**src/rtl/uart_rxq_pkg.sv**
```systemverilog
`timescale 1ns/1ps
package uart_rxq_pkg;
  localparam int unsigned DATA_W = 8;

  typedef struct packed {
    logic              brk;
    logic              fe;
    logic              pe;
    logic [DATA_W-1:0] data;
  } rxq_entry_t;

  // Trigger level for a select code; the single-register mode always uses 1.
  function automatic int unsigned trig_level(input logic [1:0] sel, input logic en);
    if (!en) return 1;
    case (sel)
      2'b00:   return 1;
      2'b01:   return 8;
      2'b10:   return 16;
      default: return 14;
    endcase
  endfunction

  function automatic logic entry_has_err(input rxq_entry_t e);
    return e.brk | e.fe | e.pe;
  endfunction
endpackage

```
**src/rtl/rxq_store.sv**
```systemverilog
`timescale 1ns/1ps
module rxq_store
  import uart_rxq_pkg::*;
#(
  parameter int unsigned DEPTH = 64,
  localparam int unsigned PTR_W = $clog2(DEPTH),
  localparam int unsigned CNT_W = PTR_W + 1
) (
  input  logic             clk,
  input  logic             rst_n,
  input  logic             flush,
  input  logic             push_acc,
  input  logic             pop_fire,
  input  rxq_entry_t       wr_entry,
  output rxq_entry_t       head_entry,
  output logic [CNT_W-1:0] occupancy
);
  rxq_entry_t       mem [DEPTH];
  logic [PTR_W-1:0] wr_ptr, rd_ptr;

  always_ff @(posedge clk) begin
    if (push_acc) mem[wr_ptr] <= wr_entry;
  end

  always_ff @(posedge clk or negedge rst_n) begin
    if (!rst_n) begin
      wr_ptr    <= '0;
      rd_ptr    <= '0;
      occupancy <= '0;
    end else if (flush) begin
      wr_ptr    <= '0;
      rd_ptr    <= '0;
      occupancy <= '0;
    end else begin
      if (push_acc) wr_ptr <= wr_ptr + 1'b1;
      if (pop_fire) rd_ptr <= rd_ptr + 1'b1;
      case ({push_acc, pop_fire})
        2'b10:   occupancy <= occupancy + 1'b1;
        2'b01:   occupancy <= occupancy - 1'b1;
        default: occupancy <= occupancy;
      endcase
    end
  end

  assign head_entry = (occupancy != '0) ? mem[rd_ptr] : '0;
endmodule

```
**src/rtl/rxq_err_track.sv**
```systemverilog
`timescale 1ns/1ps
module rxq_err_track #(
  parameter int unsigned CNT_W = 7
) (
  input  logic clk,
  input  logic rst_n,
  input  logic flush,
  input  logic push_acc,
  input  logic push_err,
  input  logic pop_fire,
  input  logic pop_err,
  output logic err_any
);
  logic [CNT_W-1:0] err_cnt;
  logic             inc, dec;

  assign inc = push_acc & push_err;
  assign dec = pop_fire & pop_err;

  always_ff @(posedge clk or negedge rst_n) begin
    if (!rst_n)          err_cnt <= '0;
    else if (flush)      err_cnt <= '0;
    else if (inc & ~dec) err_cnt <= err_cnt + 1'b1;
    else if (dec & ~inc) err_cnt <= err_cnt - 1'b1;
  end

  assign err_any = (err_cnt != '0);
endmodule

```
**src/rtl/rxq_timeout.sv**
```systemverilog
`timescale 1ns/1ps
module rxq_timeout #(
  parameter int unsigned TW = 16
) (
  input  logic          clk,
  input  logic          rst_n,
  input  logic          flush,
  input  logic          nonempty,
  input  logic          push_acc,
  input  logic          pop_fire,
  input  logic [TW-1:0] limit,
  output logic          tout
);
  logic [TW-1:0] tcnt;
  logic [TW:0]   eff_limit, next_cnt;
  logic          idle, reach;

  assign idle      = nonempty & ~push_acc & ~pop_fire;
  assign eff_limit = (limit == '0) ? (TW+1)'(1) : {1'b0, limit};
  assign next_cnt  = {1'b0, tcnt} + 1'b1;
  assign reach     = (next_cnt >= eff_limit);

  always_ff @(posedge clk or negedge rst_n) begin
    if (!rst_n) begin
      tcnt <= '0;
      tout <= 1'b0;
    end else if (flush) begin
      tcnt <= '0;
      tout <= 1'b0;
    end else begin
      if (pop_fire)           tout <= 1'b0;
      else if (idle && reach) tout <= 1'b1;
      if (!idle)              tcnt <= '0;
      else if (~&tcnt)        tcnt <= tcnt + 1'b1;
    end
  end
endmodule

```
**src/rtl/uart_rxq.sv**
```systemverilog
`timescale 1ns/1ps
module uart_rxq
  import uart_rxq_pkg::*;
#(
  parameter int unsigned DEPTH  = 64,
  parameter int unsigned TOUT_W = 16
) (
  input  logic              clk,
  input  logic              rst_n,
  input  logic              push_valid,
  input  logic [DATA_W-1:0] push_data,
  input  logic              push_brk,
  input  logic              push_fe,
  input  logic              push_pe,
  input  logic              pop,
  input  logic              fifo_en,
  input  logic              rx_clear,
  input  logic [1:0]        trig_sel,
  input  logic              lsr_read,
  input  logic [TOUT_W-1:0] tout_limit,
  output logic [DATA_W-1:0] head_data,
  output logic              head_brk,
  output logic              head_fe,
  output logic              head_pe,
  output logic              data_ready,
  output logic              trig_hit,
  output logic              err_any,
  output logic              overrun,
  output logic              char_tout
);
  localparam int unsigned CNT_W = $clog2(DEPTH) + 1;

  // Named internal events, also observed by the bound checker.
  logic [CNT_W-1:0] occupancy;
  logic [CNT_W-1:0] cap;
  logic             full, pop_fire, push_acc, drop, flush, en_q;
  rxq_entry_t       wr_entry, head_entry;

  always_ff @(posedge clk or negedge rst_n) begin
    if (!rst_n) en_q <= 1'b0;
    else        en_q <= fifo_en;
  end

  assign flush    = rx_clear | (fifo_en != en_q);
  assign cap      = fifo_en ? CNT_W'(DEPTH) : CNT_W'(1);
  assign full     = (occupancy >= cap);
  assign pop_fire = pop & (occupancy != '0) & ~flush;
  assign push_acc = push_valid & (~full | pop_fire) & ~flush;
  assign drop     = push_valid & ~push_acc & ~flush;
  assign wr_entry = '{brk: push_brk, fe: push_fe, pe: push_pe, data: push_data};

  rxq_store #(.DEPTH(DEPTH)) store_i (
    .clk        (clk),
    .rst_n      (rst_n),
    .flush      (flush),
    .push_acc   (push_acc),
    .pop_fire   (pop_fire),
    .wr_entry   (wr_entry),
    .head_entry (head_entry),
    .occupancy  (occupancy)
  );

  rxq_err_track #(.CNT_W(CNT_W)) err_i (
    .clk      (clk),
    .rst_n    (rst_n),
    .flush    (flush),
    .push_acc (push_acc),
    .push_err (entry_has_err(wr_entry)),
    .pop_fire (pop_fire),
    .pop_err  (entry_has_err(head_entry)),
    .err_any  (err_any)
  );

  rxq_timeout #(.TW(TOUT_W)) tout_i (
    .clk      (clk),
    .rst_n    (rst_n),
    .flush    (flush),
    .nonempty (occupancy != '0),
    .push_acc (push_acc),
    .pop_fire (pop_fire),
    .limit    (tout_limit),
    .tout     (char_tout)
  );

  always_ff @(posedge clk or negedge rst_n) begin
    if (!rst_n)        overrun <= 1'b0;
    else if (drop)     overrun <= 1'b1;
    else if (lsr_read) overrun <= 1'b0;
  end

  assign head_data  = head_entry.data;
  assign head_brk   = head_entry.brk;
  assign head_fe    = head_entry.fe;
  assign head_pe    = head_entry.pe;
  assign data_ready = (occupancy != '0);
  assign trig_hit   = (32'(occupancy) >= trig_level(trig_sel, fifo_en));
endmodule

```
**config.mk**
```make
export PLATFORM = sky130hd
export DESIGN_NAME = uart_rxq
export DESIGN_NICKNAME = d
export VERILOG_FILES = /design/src/rtl/uart_rxq_pkg.sv /design/src/rtl/rxq_store.sv /design/src/rtl/rxq_err_track.sv /design/src/rtl/rxq_timeout.sv /design/src/rtl/uart_rxq.sv
export SDC_FILE = /design/constraint.sdc
export NUM_CORES = 1
export LEC_CHECK = 0
export BUFFER_PORTS_ARGS = -buffer_cell sky130_fd_sc_hd__buf_2
export CAP_MARGIN = 10
export CORE_MARGIN = 1.5
export CORE_UTILIZATION = 35
export CTS_BUF_LIST = sky130_fd_sc_hd__clkbuf_16
export CTS_CLUSTER_SIZE = 10
export DETAILED_ROUTE_END_ITERATION = 8
export PLACE_DENSITY_LB_ADDON = 0.12
export SYNTH_ARGS = -nofsm -noshare
export SYNTH_HDL_FRONTEND = slang
export SYNTH_SLANG_ARGS = --single-unit
export TNS_END_PERCENT = 100
```
**constraint.sdc**
```tcl
create_clock -name clk -period 5.99 [get_ports clk]
set_input_delay 0.599 -clock clk [delete_from_list [all_inputs] [get_ports clk]]
set_output_delay 0.599 -clock clk [all_outputs]
set_load 0.01 [all_outputs]
```
**Yosys cells after proc, flatten, opt, wreduce, memory -nomap -nowiden**

Memories as Yosys holds them, arrays and structs flattened.
Index checks and enable logic that the tools add are counted.

- Flip-flop bits (word level): 45
- RAM bits: 704
- Bits of input ports: 36
- Output and inout port bits: 16
- Logic and storage cells: 86
- Memories: 1

Memory list:

| memory | depth | bits a word | rd ports | clocked after Yosys merged registers in | write ports | RTL line | RTL |
|---|---|---|---|---|---|---|---|
| store_i.mem | 64 | 11 | 1 | 0 | 1 | rxq_store.sv:18 | `rxq_entry_t mem [DEPTH];` |

- Add/sub/neg operators: 8
- Order comparisons: 3
- Eq/ne operators: 6
- Multiplexer cells: 24
- Bitwise logic cells: 24
- Reduce and logical (&&, ||, !) cells: 12

Operators by type and width:

| operator | count |
|---|---|
| 2-to-1 mux 16 bit | 4 |
| 2-to-1 mux 7 bit | 5 |
| >= comparator 7 x 32 -> 1 bit | 1 |
| 2-to-1 mux 6 bit | 4 |
| adder 16 x 1 -> 17 bit, second input constant | 1 |
| >= comparator 17 bit | 1 |
| adder 16 x 1 -> 16 bit, second input constant | 1 |
| logical NOT 16 bit | 1 |
| AND reduction 16 bit | 1 |
| case mux 5 bit (3 select lines) | 1 |
| adder 7 x 1 -> 7 bit, second input constant | 2 |
| case mux 7 bit (2 select lines) | 1 |
| nonzero test 7 bit | 2 |
| subtractor 7 x 1 -> 7 bit, second input constant | 2 |
| adder 6 x 1 -> 6 bit, second input constant | 2 |
| AND 1 bit | 12 |
| 2-to-1 mux 11 bit | 1 |
| nonzero test 3 bit | 3 |
| >= comparator 7 bit | 1 |
| 2-to-1 mux 1 bit | 7 |
| NOT 1 bit | 6 |
| bitwise OR 1 bit | 6 |
| nonzero test 2 bit | 3 |
| 2-to-1 mux 5 bit | 1 |
| 6 further kinds | 8 |

**Depth between registers and ports, before layout**

- Depth in word-level cells: 14
- Gate-level depth with buffers: 21
- Depth with buffers taken out: 18

**Hierarchy**

From an unflattened synthesis, not the netlist that was laid out.

- Cell total of the unflattened synthesis: 1682
- Area total of the unflattened synthesis: 30654.4 um^2

Modules (own cells, without submodules):

| module | times used | cells an instance | area an instance (um^2) | sequential area each (um^2) |
|---|---|---|---|---|
| rxq_store | 1 | 1422 | 28386.0 | 21615.7 |
| rxq_timeout | 1 | 158 | 1385.1 | 425.4 |
| rxq_err_track | 1 | 64 | 574.3 | 175.2 |
| uart_rxq | 1 | 38 | 309.0 | 50.0 |

**Worst setup path before layout**

No wires, ideal clock.

- Path kind: register to register
- From: reg store_i.rd_ptr[0]
- To: reg err_i.err_cnt[6]
- Library setup time: 79 ps
- Data arrival time: 4376 ps
- Required time: 5911 ps
- Path slack: 1535 ps
- Cell stages (with the launch flop): 22
- Path buffers: 4
- Period minus slack after synthesis: 4455 ps
- Path through: dfrtp_1 buf_4 buf_4 buf_2 buf_2 nand2_1 a211oi_1 nor3_1 nor4_1 nand2_1 o21a_1 o31ai_1 ha_1 inv_1 ha_1 nor2b_1 o21ai_0 a21oi_1 o21a_1 or3_1 a21oi_1 mux2i_1

- Word-level cells in the longest chain between the ends: 9
- Elaborated cells between the ends (all ways): 11
- Those cells by class: mux (3); bitwise (6); reduce/logical (1); memory (1)

RTL lines:

| item | RTL line | RTL |
|---|---|---|
| from (decl) | rxq_store.sv:19 | `logic [PTR_W-1:0] wr_ptr, rd_ptr;` |
| from (signal assigned) | rxq_store.sv:36 | `if (pop_fire) rd_ptr <= rd_ptr + 1'b1;` |
| memory (64 x 11 bit) (*) | -- |  |
| 2-to-1 mux 11 bit (*) | rxq_store.sv:45 | `assign head_entry = (occupancy != '0) ? mem[rd_ptr] : '0;` |
| net head_fe | uart_rxq.sv:23 | `output logic head_fe,` |
| bitwise OR 1 bit (*) (2 in a row) | uart_rxq_pkg.sv:24 | `return e.brk \| e.fe \| e.pe;` |
| AND 1 bit (*) | rxq_err_track.sv:18 | `assign dec = pop_fire & pop_err;` |
| NOT 1 bit | rxq_err_track.sv:23 | `else if (inc & ~dec) err_cnt <= err_cnt + 1'b1;` |
| AND 1 bit | rxq_err_track.sv:23 |  |
| 2-to-1 mux 7 bit | rxq_err_track.sv:23 |  |
| 2-to-1 mux 7 bit | rxq_err_track.sv:22 | `else if (flush) err_cnt <= '0;` |
| to (signal assigned) | rxq_err_track.sv:23 |  |
| to (signal assigned) | rxq_err_track.sv:24 | `else if (dec & ~inc) err_cnt <= err_cnt - 1'b1;` |
| to (decl) | rxq_err_track.sv:14 | `logic [CNT_W-1:0] err_cnt;` |

Mark *: on every way through the listed nets, which the timed path passes. The rest lies on a longest branch.
A chain may end at the register's enable or synchronous reset.

**Worst setup path after layout**

- From: reg store_i.rd_ptr[0]
- To: out head_data[4]

- Word-level cells in the longest chain between the ends: 2

RTL lines:

| item | RTL line | RTL |
|---|---|---|
| memory (64 x 11 bit) | -- |  |
| 2-to-1 mux 11 bit | rxq_store.sv:45 |  |
| to (decl) | uart_rxq.sv:21 | `output logic [DATA_W-1:0] head_data,` |

Every way passes these cells.

==> flow_summary.yaml <==
synth:
  synth-simple-area-share_pct: 4.128
  ys.flop_type: "edfxtp_1"
  yosysTopAreaCell: "edfxtp_1"
  synth.yosys.seq_area_share_pct: 72.52
  synthCells: 1773
  ys_warn_count: 0
  netlist_area_um2: 30700
  synth-edff-count: 704
  yosysTopAreaCellShare_pct: 68.85
  yosysMostFrequentCell: "edfxtp_1"
  synth.ff_latch_count: 749
  synthArstFlopShare_pct: 6.008
  avgSynthCellArea_um2: 17.32
  yosys.cell_types.count: 61
  synth_mux_area_share_pct: 12.66
  synth_compound_area_share_pct: 6.113
  ys_top_cells_by_area: "edfxtp_1, mux4_2, mux2i_1"
  synth_fp_nets: 1845
  synth_common_cells: "edfxtp_1, mux2i_1, mux4_2, nor2_1, o221ai_1"
  synth_top_family_by_area: "multiplexers"
  synth_xor_area_share_pct: 0.9699
  synth_fa_ha_area_share_pct: 1.492
floorplanning:
  die_w_um: 299.2
  floorplan.die_area_um2: 89510
  rows: 108
  initial_core_util_pct: 35.34
  ios: 52
  die-height_um: 299.2
  core-area_um2: 86890
setup_path:
  crit_path_end_kind: "output pin"
  worstReg2RegEnd: "err_i.err_cnt[6]"
  cp_max_fo: 31
  start_kind: "flop"
  crit_type: "reg -> out"
  worstReg2RegStart: "store_i.rd_ptr[0]"
  required_ps: 5390
  reg2reg_slack_ps: 650
  arrival_ps: 4800
  worst_r2r_path_depth: 17
timing:
  setup_viol: 0
  hold_viol: 0
  finalCritPeriodShare_pct: 90.06
  fmax_mhz: 185.4
  min_period_ps: 5394
  setup_slack_ps: 595.6
  rsz0062_at_grt: "false"
  slew_viol_final: 0
  slew-limit-headroom_pct: 18.98
  fin_setup_tns_ps: 0
  skew_ps: 22.47
  worstMarginPinSlew_ps: 1211
power:
  power.switching_mw: 2.164
  combPwrFrac_pct: 1.9
  intPower_mw: 8.516
  power.density_nw_per_um2: 303.8
  swShare_pct: 20.26
  power.total_mw: 10.68
  p_seq_share_pct: 53.7
  max-vdd-ir-drop_uv: 207.8
  p_leak_nw: 11.23
  power_frac_clock_pct: 44.4
cts:
  cts-root-buf: "clkbuf_16"
  htree_levels: 3
  ctsResizeCount: 0
  cts_setup_buffers: 0
  cts_buffer_depth: 3
  clock_latency_ps: 640
  clk_pin_slew_ps: 60
  cts.sinks: 749
  postCtsHoldBufs: 0
  cts_tree: "done"
  cts-buffers-inserted: 87
grt:
  grt_max_degree: 66
  grt_pass1_wl_um: 117700
  grt_util_all_layers_pct: 17.85
  grt_overflow: 0
  antenna_found_initial: 0
  grt_pass1_vias: 16821
placement:
  place_area_um2: 32680
  dp_slack_ps: 661.5
  io_buffers: 51
  gp_congestion: 0.7920
  dp_hpwl_um: 48640
detailed_routing:
  antenna_left: 0
  dr.pass1.iters: 7
  vias_per_cell: 5.329
  num_vias: 16493
  detail_route.wirelength_um: 79870
  wl_per_cell_um: 25.81
  drtIter0Drc: 1140
  drc_errors: 0
cells_and_area:
  n_antenna_cell: 0
  final_nets: 1973
  drive_above_1_share_pct: 18.81
  stdcell_area_um2: 35160
  area_growth_pct: 14.51
outcome:
  run_status: "finished clean"
worst_hold_path:
  hp-class: "in -> async"
run:
  drv_cap: 0
[power by group through the flow]
stage          sequential, mW  combinational, mW  clock [mW]
4_1_cts                  5.74              0.211        4.84
5_1_grt                  5.73              0.228        5.04
6_report                 5.74              0.205        4.74
3_3_place_gp             5.84              0.205           0
3_5_place_dp             5.84              0.211           0
2_1_floorplan            5.84             0.0707           0
[routing by layer]
metal	wire length, µm	up-vias	share of wire (%)	GRT usage [%]
met1	36810	8666	46	25.51
li1	-	7350	-	-
met5	0	-	0	0
met4	1917	0	2.4	5.099
met2	37700	358	47	28.25
met3	3441	119	4.3	2.827
[logic make-up (layout without fill, tap and decap cells)]
family	Yosys count	after routing
muxes	265	265
buffers and inverters	157	324
adders and majority gates	36	36
and+or+nand+nor	264	264
AOI/OAI and AO/OA	268	268
DFF	749	749
xor gates and xnor gates	34	34
[through the flow]
stage / hold WS, ps / instances / utilization, %
2_1_floorplan: 303.4 / 1773 / -
3_3_place_gp: 553.5 / 2965 / 37.60
3_5_place_dp: 539.7 / 2966 / 37.62
4_1_cts: 85.56 / 3094 / 40.45
5_1_grt: 104.9 / 3095 / 40.46
6_report: 82.27 / 3095 / 40.46
[registers in the layout, summed over array words and instances, names as in the netlist]
signal	flops
store_i.mem	704
tout_i.tcnt	16
err_i.err_cnt	7
store_i.occupancy	7
store_i.rd_ptr	6
store_i.wr_ptr	6
en_q	1
overrun	1
tout_i.tout	1
[cells in the final DEF, fill, tap and decap left out, drive strengths merged, types with 6 or more instances in the layout]
master    n
o21a      8
a21oi    66
or3       9
o221ai   75
nand2    60
nand2b    9
mux2i   160
mux4     98
clkinv    6
clkbuf   91
edfxtp  704
o22ai    40
xor2     15
o21ai    21
mux2      7
nor4      8
inv      85
ha       35
dfrtp    45
a211oi   35
nor2b    11
xnor2    19
nand4     6
buf     141
nand3    14
nor2    105
nor3     12
and3     10
[final cells by class]
class,count,area (µm²)
clock buffers,91,2277
clock inverters,37,188.9
fillers,7828,51730
inverters,55,206.4
multi-input cells,867,7804
flip-flops and latches,749,22280
well taps,1155,1445
repair buffers,141,959.7
[critical path: stages, from the launching register on]
cell      delay, ps
dfrtp_4         820
buf_4           600
buf_4           590
mux2i_1         160
o221ai_1        310
o22ai_1         150
a21oi_1         390
a21oi_1         250
a211oi_1        600
buf_2           240
[worst max-delay path by stage]
stage	startpoint	endpoint	slack, ps	cells after the start
2_1_floorplan	store_i.rd_ptr[0]	err_i.err_cnt[6]	1530	21
3_3_place_gp	store_i.rd_ptr[0]	err_i.err_cnt[6]	680	16
3_5_place_dp	store_i.rd_ptr[1]	err_i.err_cnt[6]	660	18
4_1_cts	store_i.rd_ptr[0]	head_data[4]	480	9
5_1_grt	store_i.rd_ptr[0]	err_i.err_cnt[6]	210	18
6_report	store_i.rd_ptr[0]	head_data[4]	600	9
Power figures use the tool's default switching activity.
